### src/rtl/sqrt_seq_pkg.sv
package sqrt_seq_pkg;
  typedef enum logic [2:0] {
    STG_IDLE = 3'd0,
    STG_DF   = 3'd1,
    STG_E1   = 3'd2,
    STG_ED   = 3'd3,
    STG_E2   = 3'd4,
    STG_SF   = 3'd5
  } stg_e;

  // stages outside the variable runs: fetch, DF, E2, SF
  localparam int FIXED_STAGES = 4;
endpackage

### src/rtl/sqrt_stage_map.sv
module sqrt_stage_map
  import sqrt_seq_pkg::*;
#(
  parameter int LEAD_E1 = 1,
  parameter int ITER_ED = 7,
  parameter int TAIL_E1 = 1,
  parameter int CNT_W   = 5
) (
  input  logic [CNT_W-1:0] cnt_i,
  output stg_e             stage_o
);
  // count 1 is DF; each following region starts where the previous ends
  localparam int P_LEAD = 2;
  localparam int P_ITER = P_LEAD + LEAD_E1;
  localparam int P_TAIL = P_ITER + ITER_ED;
  localparam int P_E2   = P_TAIL + TAIL_E1;
  localparam int P_SF   = P_E2 + 1;

  always_comb begin
    if (int'(cnt_i) == 0)
      stage_o = STG_IDLE;
    else if (int'(cnt_i) < P_LEAD)
      stage_o = STG_DF;
    else if (int'(cnt_i) < P_ITER)
      stage_o = STG_E1;
    else if (int'(cnt_i) < P_TAIL)
      stage_o = STG_ED;
    else if (int'(cnt_i) < P_E2)
      stage_o = STG_E1;
    else if (int'(cnt_i) < P_SF)
      stage_o = STG_E2;
    else if (int'(cnt_i) == P_SF)
      stage_o = STG_SF;
    else
      stage_o = STG_IDLE;
  end
endmodule

### src/rtl/sqrt_seq_core.sv
module sqrt_seq_core #(
  parameter int CNT_W   = 5,
  parameter int IDX_W   = 4,
  parameter int SP_LAST = 12,
  parameter int DP_LAST = 25
) (
  input  logic             clk,
  input  logic             rst_n,
  input  logic             accept_i,
  input  logic             prec_i,
  input  logic [IDX_W-1:0] dst_i,
  output logic             busy_o,
  output logic             prec_o,
  output logic [CNT_W-1:0] cnt_o,
  output logic [IDX_W-1:0] dst_o
);
  localparam logic [CNT_W-1:0] SP_END = CNT_W'(SP_LAST);
  localparam logic [CNT_W-1:0] DP_END = CNT_W'(DP_LAST);
  localparam logic [CNT_W-1:0] ONE    = CNT_W'(1);

  logic             busy_q, busy_d;
  logic             prec_q, prec_d;
  logic [CNT_W-1:0] cnt_q, cnt_d;
  logic [IDX_W-1:0] dst_q, dst_d;
  logic             at_end;
  logic             seq_en;

  assign at_end = busy_q && (cnt_q == (prec_q ? DP_END : SP_END));
  assign seq_en = accept_i | busy_q;

  always_comb begin
    busy_d = busy_q;
    prec_d = prec_q;
    cnt_d  = cnt_q;
    dst_d  = dst_q;
    if (accept_i) begin
      busy_d = 1'b1;
      prec_d = prec_i;
      cnt_d  = ONE;
      dst_d  = dst_i;
    end else if (at_end) begin
      busy_d = 1'b0;
      cnt_d  = '0;
    end else if (busy_q) begin
      cnt_d  = cnt_q + ONE;
    end
  end

  always_ff @(posedge clk or negedge rst_n) begin
    if (!rst_n) begin
      busy_q <= 1'b0;
      prec_q <= 1'b0;
      cnt_q  <= '0;
      dst_q  <= '0;
    end else if (seq_en) begin
      busy_q <= busy_d;
      prec_q <= prec_d;
      cnt_q  <= cnt_d;
      dst_q  <= dst_d;
    end
  end

  assign busy_o = busy_q;
  assign prec_o = prec_q;
  assign cnt_o  = cnt_q;
  assign dst_o  = dst_q;
endmodule

### src/rtl/sqrt_hazard.sv
module sqrt_hazard #(
  parameter int IDX_W = 4
) (
  input  logic             busy_i,
  input  logic             in_sf_i,
  input  logic [IDX_W-1:0] pend_dst_i,
  input  logic             iss_vld_i,
  input  logic             nxt_vld_i,
  input  logic [IDX_W-1:0] nxt_src_i,
  input  logic [IDX_W-1:0] nxt_dst_i,
  input  logic             nxt_fpu_ctl_i,
  output logic             accept_o,
  output logic             stall_o
);
  logic hold_win;
  logic dep_hit;

  // the hold window covers every busy cycle except the final one
  assign hold_win = busy_i && !in_sf_i;
  assign dep_hit  = nxt_vld_i &&
                    (nxt_fpu_ctl_i || (nxt_src_i == pend_dst_i) ||
                     (nxt_dst_i == pend_dst_i));
  assign stall_o  = hold_win && (dep_hit || iss_vld_i);
  assign accept_o = iss_vld_i && !hold_win;
endmodule

### src/rtl/sqrt_seq_ctrl.sv
module sqrt_seq_ctrl
  import sqrt_seq_pkg::*;
#(
  parameter int IDX_W      = 4,
  parameter int SP_LEAD_E1 = 1,
  parameter int SP_ITER_ED = 7,
  parameter int SP_TAIL_E1 = 1,
  parameter int DP_LEAD_E1 = 2,
  parameter int DP_ITER_ED = 17,
  parameter int DP_TAIL_E1 = 3
) (
  input  logic             clk,
  input  logic             rst_n,
  input  logic             iss_vld_i,
  input  logic             prec_i,
  input  logic [IDX_W-1:0] iss_dst_i,
  input  logic             nxt_vld_i,
  input  logic [IDX_W-1:0] nxt_src_i,
  input  logic [IDX_W-1:0] nxt_dst_i,
  input  logic             nxt_fpu_ctl_i,
  output logic             stall_o,
  output logic             busy_o,
  output logic [2:0]       stage_o,
  output logic             wb_vld_o,
  output logic [IDX_W-1:0] wb_idx_o
);
  localparam int SP_LEN  = FIXED_STAGES + SP_LEAD_E1 + SP_ITER_ED + SP_TAIL_E1;
  localparam int DP_LEN  = FIXED_STAGES + DP_LEAD_E1 + DP_ITER_ED + DP_TAIL_E1;
  localparam int MAX_LEN = (SP_LEN > DP_LEN) ? SP_LEN : DP_LEN;
  localparam int CNT_W   = $clog2(MAX_LEN);

  // reset: asserted at once, released two edges later
  logic [1:0] rsync_q;
  logic       rst_int_n;

  always_ff @(posedge clk or negedge rst_n) begin
    if (!rst_n) rsync_q <= 2'b00;
    else        rsync_q <= {rsync_q[0], 1'b1};
  end
  assign rst_int_n = rsync_q[1];

  logic             busy;
  logic             prec_q;
  logic [CNT_W-1:0] cnt;
  logic [IDX_W-1:0] pend_dst;
  logic             accept;
  logic             in_sf;
  stg_e             prof_stage [2];
  stg_e             cur_stage;

  sqrt_seq_core #(
    .CNT_W  (CNT_W),
    .IDX_W  (IDX_W),
    .SP_LAST(SP_LEN - 1),
    .DP_LAST(DP_LEN - 1)
  ) u_core (
    .clk     (clk),
    .rst_n   (rst_int_n),
    .accept_i(accept),
    .prec_i  (prec_i),
    .dst_i   (iss_dst_i),
    .busy_o  (busy),
    .prec_o  (prec_q),
    .cnt_o   (cnt),
    .dst_o   (pend_dst)
  );

  // one stage map per precision profile
  for (genvar p = 0; p < 2; p++) begin : g_prof
    localparam int LEAD = (p == 0) ? SP_LEAD_E1 : DP_LEAD_E1;
    localparam int ITER = (p == 0) ? SP_ITER_ED : DP_ITER_ED;
    localparam int TAIL = (p == 0) ? SP_TAIL_E1 : DP_TAIL_E1;
    sqrt_stage_map #(
      .LEAD_E1(LEAD),
      .ITER_ED(ITER),
      .TAIL_E1(TAIL),
      .CNT_W  (CNT_W)
    ) u_map (
      .cnt_i  (cnt),
      .stage_o(prof_stage[p])
    );
  end

  assign cur_stage = busy ? prof_stage[prec_q] : STG_IDLE;
  assign in_sf     = (cur_stage == STG_SF);

  sqrt_hazard #(
    .IDX_W(IDX_W)
  ) u_haz (
    .busy_i       (busy),
    .in_sf_i      (in_sf),
    .pend_dst_i   (pend_dst),
    .iss_vld_i    (iss_vld_i),
    .nxt_vld_i    (nxt_vld_i),
    .nxt_src_i    (nxt_src_i),
    .nxt_dst_i    (nxt_dst_i),
    .nxt_fpu_ctl_i(nxt_fpu_ctl_i),
    .accept_o     (accept),
    .stall_o      (stall_o)
  );

  assign busy_o   = busy;
  assign stage_o  = cur_stage;
  assign wb_vld_o = in_sf;
  assign wb_idx_o = in_sf ? pend_dst : '0;
endmodule

### config.mk
export PLATFORM = sky130hd
export DESIGN_NAME = sqrt_seq_ctrl
export DESIGN_NICKNAME = d
export VERILOG_FILES = /design/src/rtl/sqrt_seq_pkg.sv /design/src/rtl/sqrt_stage_map.sv /design/src/rtl/sqrt_seq_core.sv /design/src/rtl/sqrt_hazard.sv /design/src/rtl/sqrt_seq_ctrl.sv
export SDC_FILE = /design/constraint.sdc
export NUM_CORES = 1
export LEC_CHECK = 0
export BUFFER_PORTS_ARGS = -buffer_cell sky130_fd_sc_hd__buf_4
export CORE_ASPECT_RATIO = 2
export CORE_UTILIZATION = 45
export DETAILED_ROUTE_END_ITERATION = 12
export PLACE_DENSITY = 0.74
export SYNTH_ARGS = -nofsm -noshare
export SYNTH_HDL_FRONTEND = slang
export SYNTH_SLANG_ARGS = --single-unit
export TNS_END_PERCENT = 1
### constraint.sdc
create_clock -name clk -period 1.95 [get_ports clk]
set_input_delay 0.0975 -clock clk [delete_from_list [all_inputs] [get_ports clk]]
set_output_delay 0.0975 -clock clk [all_outputs]
set_load 0.02 [all_outputs]
==> results of run 1 <==
[where the power goes]
group	switching [mW]	total, mW	internal, mW
Sequential	0.117	0.485	0.367
Clock	0.114	0.260	0.145
Combinational	1.33	2.44	1.11
[critical path: stages, from the launching register on]
cell      delay (ps)
dfrtp_1          370
or3_4            390
or3_4            420
buf_6            140
a32oi_4          260
a211oi_4          60
buf_6            160
[flip-flops by register name, summed over array words and instances, names as in the netlist]
signal / count
u_core.busy_o: 1
u_core.cnt_o: 5
u_core.dst_o: 4
rsync_q: 2
u_core.prec_o: 1
[timing repair]
item,CTS,global route
hold endpoints to repair,2,0
setup buffers,8,0
setup endpoints to repair,8,19
gates cloned,0,0
hold buffers,1,0
pin swaps,12,10
resized for setup,13,7
[cells by family after synthesis]
group	share of synthesized area
and+or+nand+nor	0.256
other	0.00305
DFF	0.265
adders and majority gates	0.0306
AOI/OAI and AO/OA	0.303
buffers and inverters	0.0642
xor gates and xnor gates	0.0784
[placed cells by master, fill, tap and decap left out, types with 3 or more instances in the layout]
cell / count
buf_6: 4
nor2b_1: 3
dfrtp_1: 13
buf_4: 52
nor4_1: 3
o211ai_1: 7
xor2_1: 8
o2111ai_1: 8
nand4_1: 6
a22o_1: 5
clkbuf_8: 3
xnor2_1: 3
nor2_1: 3
nand2_1: 6
a31oi_1: 5
nand3_1: 5
and2_1: 5
a21oi_1: 6
[per-stage QoR]
stage	instances	instance area, µm²	utilization
after floorplan	141	1290	-
after global placement	206	1630	0.636
after detailed placement	206	1630	0.636
after CTS	219	1810	0.706
after global routing	219	1850	0.719
final	219	1850	0.719
[worst max-delay path by stage]
| stage | slack, ps | depth (start not counted) | start | to |
|---|---|---|---|---|
| finish | -200 | 6 | u_core.cnt_o[3] | stall_o |
| floorplan | -130 | 8 | u_core.cnt_o[0] | wb_idx_o[1] |
| CTS | -170 | 5 | u_core.cnt_o[3] | wb_idx_o[3] |
| global placement | 30 | 5 | u_core.cnt_o[4] | wb_idx_o[1] |
| detailed placement | -10 | 5 | u_core.cnt_o[4] | wb_idx_o[1] |
| global route | -270 | 5 | u_core.cnt_o[3] | wb_idx_o[2] |
[cell usage after synthesis, drive strengths merged (5+ instances only)]
library cell | count | share of area
a22o | 5 | 0.036
nand3 | 5 | 0.020
a21oi | 6 | 0.024
and2 | 6 | 0.031
a31oi | 6 | 0.031
o2111ai | 8 | 0.057
o211ai | 7 | 0.043
xor2 | 8 | 0.057
nand4 | 6 | 0.031
dfrtp | 13 | 0.26
clkbuf | 8 | 0.024
nor4b | 5 | 0.060
nand2 | 6 | 0.018
[per-layer routing]
| metal | track usage | up-vias |
|---|---|---|
| li1 | - | 643 |
| met1 | 0.299 | 687 |
| met2 | 0.654 | 62 |
| met3 | 0.137 | 33 |
| met4 | 0.272 | 0 |
| met5 | 0 | - |
[area by class of cell]
type	count	area, µm²
Clock buffer	4	45.0
Fill cell	201	722
Inverter	6	22.5
Multi-Input combinational cell	110	955
Sequential cell	13	325
Tap cell	28	35.0
Timing Repair Buffer	58	465
==> flow_metrics.env, run 1 <==
export IMPL_status="complete, but fails checks"
export IMPL_violations="negative setup slack"
export IMPL_cts_made_buffers=3
export IMPL_finalSetupViolations=13
export IMPL_detail_route_iter0_violations=78
export IMPL_min_period_over_period=1.10
export IMPL_r2r_end="u_core.busy_o"
export IMPL_ys_async_sr_fraction=1.00
export IMPL_synthesis_instances=141
export IMPL_holdCritStartpoint="iss_vld_i"
export IMPL_seq_area_frac_synth=0.265
export IMPL_r2r_slack_ps=-150
export IMPL_drv_cap=0
export IMPL_max_slew_worst_pin_slew_ps=546
export IMPL_fp_dieW_um=39.0
export IMPL_setup_ws_ps=-204
export IMPL_wl_met3_um=257
export IMPL_fmax_ghz=0.464
export IMPL_drive_above_1_share=0.435
export IMPL_synth_cell_type_count=45
export IMPL_h_tree_depth=1
export IMPL_met1Wirelength_um=1410
export IMPL_grt_total_usage=0.365
export IMPL_grt_max_degree=19
export IMPL_syn_area_per_cell_um2=8.71
export IMPL_r2r_cells=7
export IMPL_cp_max_fo=2
export IMPL_cp_arrival_ps=2060
export IMPL_synth_enable_flop_cells=0
export IMPL_finClkSkew_ps=2.60
export IMPL_grt_pass1_wl_um=7360
export IMPL_r2r_start="u_core.cnt_o[3]"
export IMPL_start_kind="flip-flop"
export IMPL_top_layer="met4"
export IMPL_fp_row_count=26
export IMPL_period_needed_ps=2150
export IMPL_clk_pin_slew_worst_paths_ps=60
export IMPL_dr_wl_met2_um=2740
export IMPL_dieArea_um2=2960
export IMPL_floorplan_initialDensity=0.478
export IMPL_whs_path_depth=2
export IMPL_drt_total_wl_um=4740
export IMPL_cts_root_buf="clkbuf_8"
export IMPL_synth_ff_type="dfrtp_1"
export IMPL_power_density_nw_per_um2=1720
export IMPL_numClockSinks=13
export IMPL_portBuffers=27
export IMPL_drv_slew=0
export IMPL_synthesis_area_um2=1230
export IMPL_antenna_found_initial=0
export IMPL_finalHoldViolations=0
export IMPL_yosys_warnings=0
export IMPL_syn_to_final_growth_pct=50.4
export IMPL_overflow=0
export IMPL_synth_seq_cells=13
export IMPL_post_place_ws_ps=-10.8
export IMPL_wl_per_cell_um=21.6
export IMPL_drc=0
export IMPL_required_ps=1850
export IMPL_insertion_delay_ps=260
export IMPL_drt_pass1_iterations=4
export IMPL_n_antenna_cell=0
export IMPL_core_area_um2=2570
export IMPL_antenna_left=0
export IMPL_fin_nets=213
export IMPL_total_leakage_power_nw=0.740
export IMPL_cts_buffer_depth=2
export IMPL_grt_setup_unrepaired="yes"
export IMPL_ios=28
export IMPL_tns_ps=-1800
export IMPL_dp_hpwl_um=3240
export IMPL_worstHoldPathType="in -> reg"
export IMPL_via_count=1425
export IMPL_gp_congestion=0.904
export IMPL_hold_end="u_core.cnt_o[2]"
export IMPL_vdd_drop_max_v=0.00107
export IMPL_slew_headroom=0.633
export IMPL_tritoncts="done"
export IMPL_die_y_um=75.9
export IMPL_total_power_mw=3.18
export IMPL_via_per_inst=6.51
export IMPL_synth_nets=162
export IMPL_path_class="reg -> out"
export IMPL_worstSetupEndpointType="output pin"
export IMPL_holdWs_ps=145
export IMPL_grt_pass1_vias=1545
Note: power is estimated with default switching activity, not from simulation.
==> run 2: changes to the inputs <==
- HOLD_SLACK_MARGIN: default -> 0.1
- RECOVER_POWER: default -> 100
==> flow_metrics.env, run 2 (synthesis results as in run 1) <==
export IMPL_gp_congestion=0.904
export IMPL_drv_slew=0
export IMPL_post_place_ws_ps=-10.8
export IMPL_floorplan_initialDensity=0.478
export IMPL_grt_max_degree=19
export IMPL_syn_to_final_growth_pct=50.1
export IMPL_drt_total_wl_um=4740
export IMPL_h_tree_depth=1
export IMPL_grt_pass1_vias=1545
export IMPL_switching_share=0.491
export IMPL_insertion_delay_ps=260
export IMPL_n_antenna_cell=0
export IMPL_power_density_nw_per_um2=1730
export IMPL_fp_dieW_um=39.0
export IMPL_grt_pass1_wl_um=7360
export IMPL_portBuffers=27
export IMPL_p_int_mw=1.62
export IMPL_finClkSkew_ps=2.60
export IMPL_combPwrFrac=0.766
export IMPL_finalSetupViolations=13
export IMPL_status="complete, but fails checks"
export IMPL_detail_route_iter0_violations=78
export IMPL_drt_pass1_iterations=4
export IMPL_ios=28
export IMPL_tritoncts="done"
export IMPL_pwr_share_seq=0.152
export IMPL_worstSetupEndpointType="output pin"
export IMPL_finalHoldViolations=0
export IMPL_period_needed_ps=2150
export IMPL_start_kind="flip-flop"
export IMPL_whs_path_depth=2
export IMPL_core_area_um2=2570
export IMPL_slew_headroom=0.633
export IMPL_violations="negative setup slack"
export IMPL_via_per_inst=6.50
export IMPL_grt_setup_unrepaired="yes"
export IMPL_path_class="reg -> out"
export IMPL_vdd_drop_max_v=0.00107
export IMPL_clk_pin_slew_worst_paths_ps=60
export IMPL_die_y_um=75.9
export IMPL_grt_total_usage=0.365
export IMPL_final_common_cell="buf_4"
export IMPL_wl_per_cell_um=21.6
export IMPL_numClockSinks=13
export IMPL_p_clk_frac=0.082
export IMPL_final_cell_mix="buf_4, dfrtp_1, o2111ai_1, xor2_1, o211ai_1"
export IMPL_r2r_cells=7
export IMPL_max_slew_worst_pin_slew_ps=546
export IMPL_antenna_found_initial=0
export IMPL_min_period_over_period=1.10
export IMPL_fin_area_um2=1840
export IMPL_worstHoldPathType="in -> reg"
export IMPL_setup_ws_ps=-204
export IMPL_via_count=1424
export IMPL_cp_arrival_ps=2060
export IMPL_cts_root_buf="clkbuf_8"
export IMPL_drc=0
export IMPL_fin_nets=213
export IMPL_cts_made_buffers=3
export IMPL_fp_row_count=26
export IMPL_antenna_left=0
export IMPL_overflow=0
export IMPL_switchingPower_mw=1.56
export IMPL_drv_cap=0
export IMPL_total_leakage_power_nw=0.737
export IMPL_dieArea_um2=2960
export IMPL_drive_above_1_share=0.429
export IMPL_largest_register_ffs=5
export IMPL_tns_ps=-1800
export IMPL_cp_max_fo=2
export IMPL_placed_area_um2=1630
export IMPL_required_ps=1850
export IMPL_fmax_ghz=0.464
export IMPL_cts_buffer_depth=2
export IMPL_dp_hpwl_um=3240
-- run 2: cell types whose count changed in the layout (fill, tap and decap cells not counted) --
cell | previous run | this run
buf_4 | 52 | 51
clkbuf_1 | 1 | 2
-- run 2: worst paths after layout --
path                                      start               to  slack (ps)
worst max-delay path            u_core.cnt_o[3]          stall_o        -200
worst min-delay path                  iss_vld_i  u_core.cnt_o[2]         150
worst max register to register  u_core.cnt_o[3]    u_core.busy_o        -150
worst min register to register       rsync_q[1]  u_core.dst_o[0]         220
max in group asynchronous            rsync_q[1]  u_core.dst_o[1]        1390
min in group asynchronous                 rst_n       rsync_q[1]         160
-- run 2: final cells by class --
| class | instances | area, µm² |
|---|---|---|
| clock buffers | 4 | 45.0 |
| well taps | 28 | 35.0 |
| fillers | 203 | 726 |
| multi-input cells | 110 | 955 |
| inverters | 6 | 22.5 |
| repair buffers | 58 | 462 |
| flip-flops and latches | 13 | 325 |
-- run 2: metrics by stage --
| step | instances | hold WS [ps] | total power, mW | util |
|---|---|---|---|---|
| after floorplan | 141 | -198 | 1.83 | - |
| after global placement | 206 | -121 | 2.37 | 0.636 |
| after detailed placement | 206 | -117 | 2.43 | 0.636 |
| after CTS | 219 | 144 | 2.99 | 0.706 |
| after global routing | 219 | 153 | 3.38 | 0.718 |
| final | 219 | 145 | 3.18 | 0.718 |
-- run 2: power by group through the flow --
stage	sequential (mW)	clock, mW	combinational (mW)
after floorplan	0.458	0	1.38
after global placement	0.470	0	1.90
after detailed placement	0.475	0	1.96
after CTS	0.479	0.252	2.26
after global routing	0.503	0.272	2.60
final	0.485	0.260	2.44
-- run 2: routing by layer --
layer,vias up,global-route usage,share of wire
met3,33,0.137,0.054
met5,-,0,0
met1,686,0.299,0.30
met4,0,0.272,0.071
li1,643,-,-
met2,62,0.654,0.58
-- run 2: critical path, cell delays in order (launching register included) --
cell,delay (ps)
dfrtp_1,370
or3_4,390
or3_4,420
buf_6,140
a32oi_4,260
a211oi_4,60
buf_6,160
-- run 2: what timing repair did --
item	CTS	global route
hold buffers	1	0
setup endpoints to repair	8	19
pin swaps	12	10
buffers inserted	8	0
hold endpoints to repair	2	0
resized for setup	13	7
==> run 3: changes to the inputs <==
- SETUP_SLACK_MARGIN: default -> 0.05
==> flow_metrics.env, run 3 (synthesis results as in run 1) <==
export IMPL_antenna_left=0
export IMPL_cts_buffer_depth=2
export IMPL_drive_above_1_share=0.429
export IMPL_insertion_delay_ps=250
export IMPL_die_y_um=75.9
export IMPL_start_kind="flip-flop"
export IMPL_grt_setup_unrepaired="yes"
export IMPL_largest_register_ffs=5
export IMPL_grt_total_usage=0.374
export IMPL_gp_congestion=0.904
export IMPL_violations="negative setup slack"
export IMPL_p_clk_frac=0.079
export IMPL_fillers=202
export IMPL_dieArea_um2=2960
export IMPL_grt_pass1_vias=1556
export IMPL_h_tree_depth=1
export IMPL_fp_dieW_um=39.0
export IMPL_cp_slowest_cell="or3_4"
export IMPL_period_needed_ps=2150
export IMPL_cts_made_buffers=3
export IMPL_placed_area_um2=1630
export IMPL_required_ps=1850
export IMPL_max_stage_delay_ps=420
export IMPL_wl_per_cell_um=21.7
export IMPL_ios=28
export IMPL_portBuffers=27
export IMPL_core_area_um2=2570
export IMPL_numClockSinks=13
export IMPL_grt_pass1_wl_um=7450
export IMPL_cp_max_fo=8
export IMPL_path_class="reg -> out"
export IMPL_setup_ws_ps=-202
export IMPL_combPwrFrac=0.769
export IMPL_finalHoldViolations=0
export IMPL_antenna_found_initial=0
export IMPL_pwr_share_seq=0.152
export IMPL_cp_cell_sequence="or3_4, or3_4, and3_4, nor4b_2, buf_4"
export IMPL_final_cell_mix="buf_4, dfrtp_1, o2111ai_1, xor2_1, o211ai_1"
export IMPL_fin_area_um2=1840
export IMPL_drv_cap=0
export IMPL_fin_nets=213
export IMPL_switchingPower_mw=1.57
export IMPL_power_density_nw_per_um2=1730
export IMPL_holdWs_ps=146
export IMPL_fmax_ghz=0.465
export IMPL_total_leakage_power_nw=0.737
export IMPL_via_count=1468
export IMPL_cp_arrival_ps=2050
export IMPL_syn_to_final_growth_pct=50.1
export IMPL_dp_hpwl_um=3240
export IMPL_drt_total_wl_um=4750
export IMPL_status="complete, but fails checks"
export IMPL_clk_pin_slew_worst_paths_ps=60
export IMPL_grt_max_degree=19
export IMPL_drv_slew=0
export IMPL_fp_row_count=26
export IMPL_finClkSkew_ps=3.09
export IMPL_overflow=0
export IMPL_vdd_drop_max_v=0.00107
export IMPL_slew_headroom=0.637
export IMPL_cts_root_buf="clkbuf_8"
export IMPL_final_common_cell="buf_4"
export IMPL_max_slew_worst_pin_slew_ps=540
export IMPL_drc=0
export IMPL_timing_critical_path_mode_cell="or3_4"
export IMPL_switching_share=0.491
export IMPL_drt_pass1_iterations=5
export IMPL_p_int_mw=1.62
export IMPL_min_period_over_period=1.10
export IMPL_worstSetupEndpointType="output pin"
export IMPL_floorplan_initialDensity=0.478
export IMPL_detail_route_iter0_violations=77
export IMPL_r2r_slack_ps=-130
export IMPL_finalSetupViolations=13
export IMPL_via_per_inst=6.70
export IMPL_tritoncts="done"
export IMPL_n_antenna_cell=0
export IMPL_worstHoldPathType="in -> reg"
-- run 3: cell counts in the layout (fill, tap and decap cells not counted) --
No cell type changed its count.
-- run 3: power groups by stage --
| stage | combinational (mW) | sequential (mW) | clock, mW |
|---|---|---|---|
| after floorplan | 1.38 | 0.458 | 0 |
| after global placement | 1.90 | 0.470 | 0 |
| after detailed placement | 1.96 | 0.475 | 0 |
| after CTS | 2.27 | 0.479 | 0.252 |
| after global routing | 2.61 | 0.501 | 0.285 |
| final | 2.45 | 0.485 | 0.253 |
-- run 3: metal layers --
| metal | vias to the layer above | global-route usage | routed length [µm] |
|---|---|---|---|
| met5 | - | 0 | 0 |
| met4 | 0 | 0.276 | 250 |
| met3 | 28 | 0.149 | 264 |
| met2 | 82 | 0.654 | 2790 |
| met1 | 710 | 0.319 | 1450 |
| li1 | 648 | - | - |
-- run 3: per-stage QoR --
step | utilization | power, mW | setup WS [ps] | cells | TNS, ps
final | 0.718 | 3.19 | -202 | 219 | -1790
after CTS | 0.708 | 3.00 | -168 | 219 | -1430
after floorplan | - | 1.83 | -127 | 141 | -640
after detailed placement | 0.636 | 2.43 | -10.8 | 206 | -21.6
after global placement | 0.636 | 2.37 | 26.6 | 206 | 0
after global routing | 0.718 | 3.39 | -279 | 219 | -2920
-- run 3: path summary, 6_finish.rpt --
kind                            startpoint               to  cells past startpoint
min in group asynchronous            rst_n       rsync_q[1]                      2
hold reg to reg                 rsync_q[1]  u_core.dst_o[0]                      0
max in group asynchronous       rsync_q[1]  u_core.dst_o[1]                      0
hold / removal                   iss_vld_i  u_core.cnt_o[2]                      2
setup / recovery           u_core.cnt_o[3]      wb_idx_o[3]                      5
setup reg to reg           u_core.cnt_o[3]    u_core.busy_o                      7
-- run 3: final cells by class --
| class | instances | area (µm²) | area share |
|---|---|---|---|
| Timing Repair Buffer | 58 | 462 | 0.250 |
| Sequential cell | 13 | 325 | 0.176 |
| Multi-Input combinational cell | 110 | 955 | 0.518 |
| Inverter | 6 | 22.5 | 0.0122 |
| Clock buffer | 4 | 45.0 | 0.0244 |
| Tap cell | 28 | 35.0 | 0.0190 |
-- run 3: critical path, delay by kind of cell (launching register included) --
kind	cells	cell delay, ps
flip-flops	1	370
buffers and inverters	1	180
AND/OR/NAND/NOR	4	1240
-- run 3: timing repair --
action | 4_1_cts | 5_1_grt
resized for setup | 14 | 6
hold buffers | 1 | 0
pin swaps | 13 | 9
setup buffers | 8 | 0
setup endpoints to repair | 10 | 19
hold endpoints to repair | 2 | 0
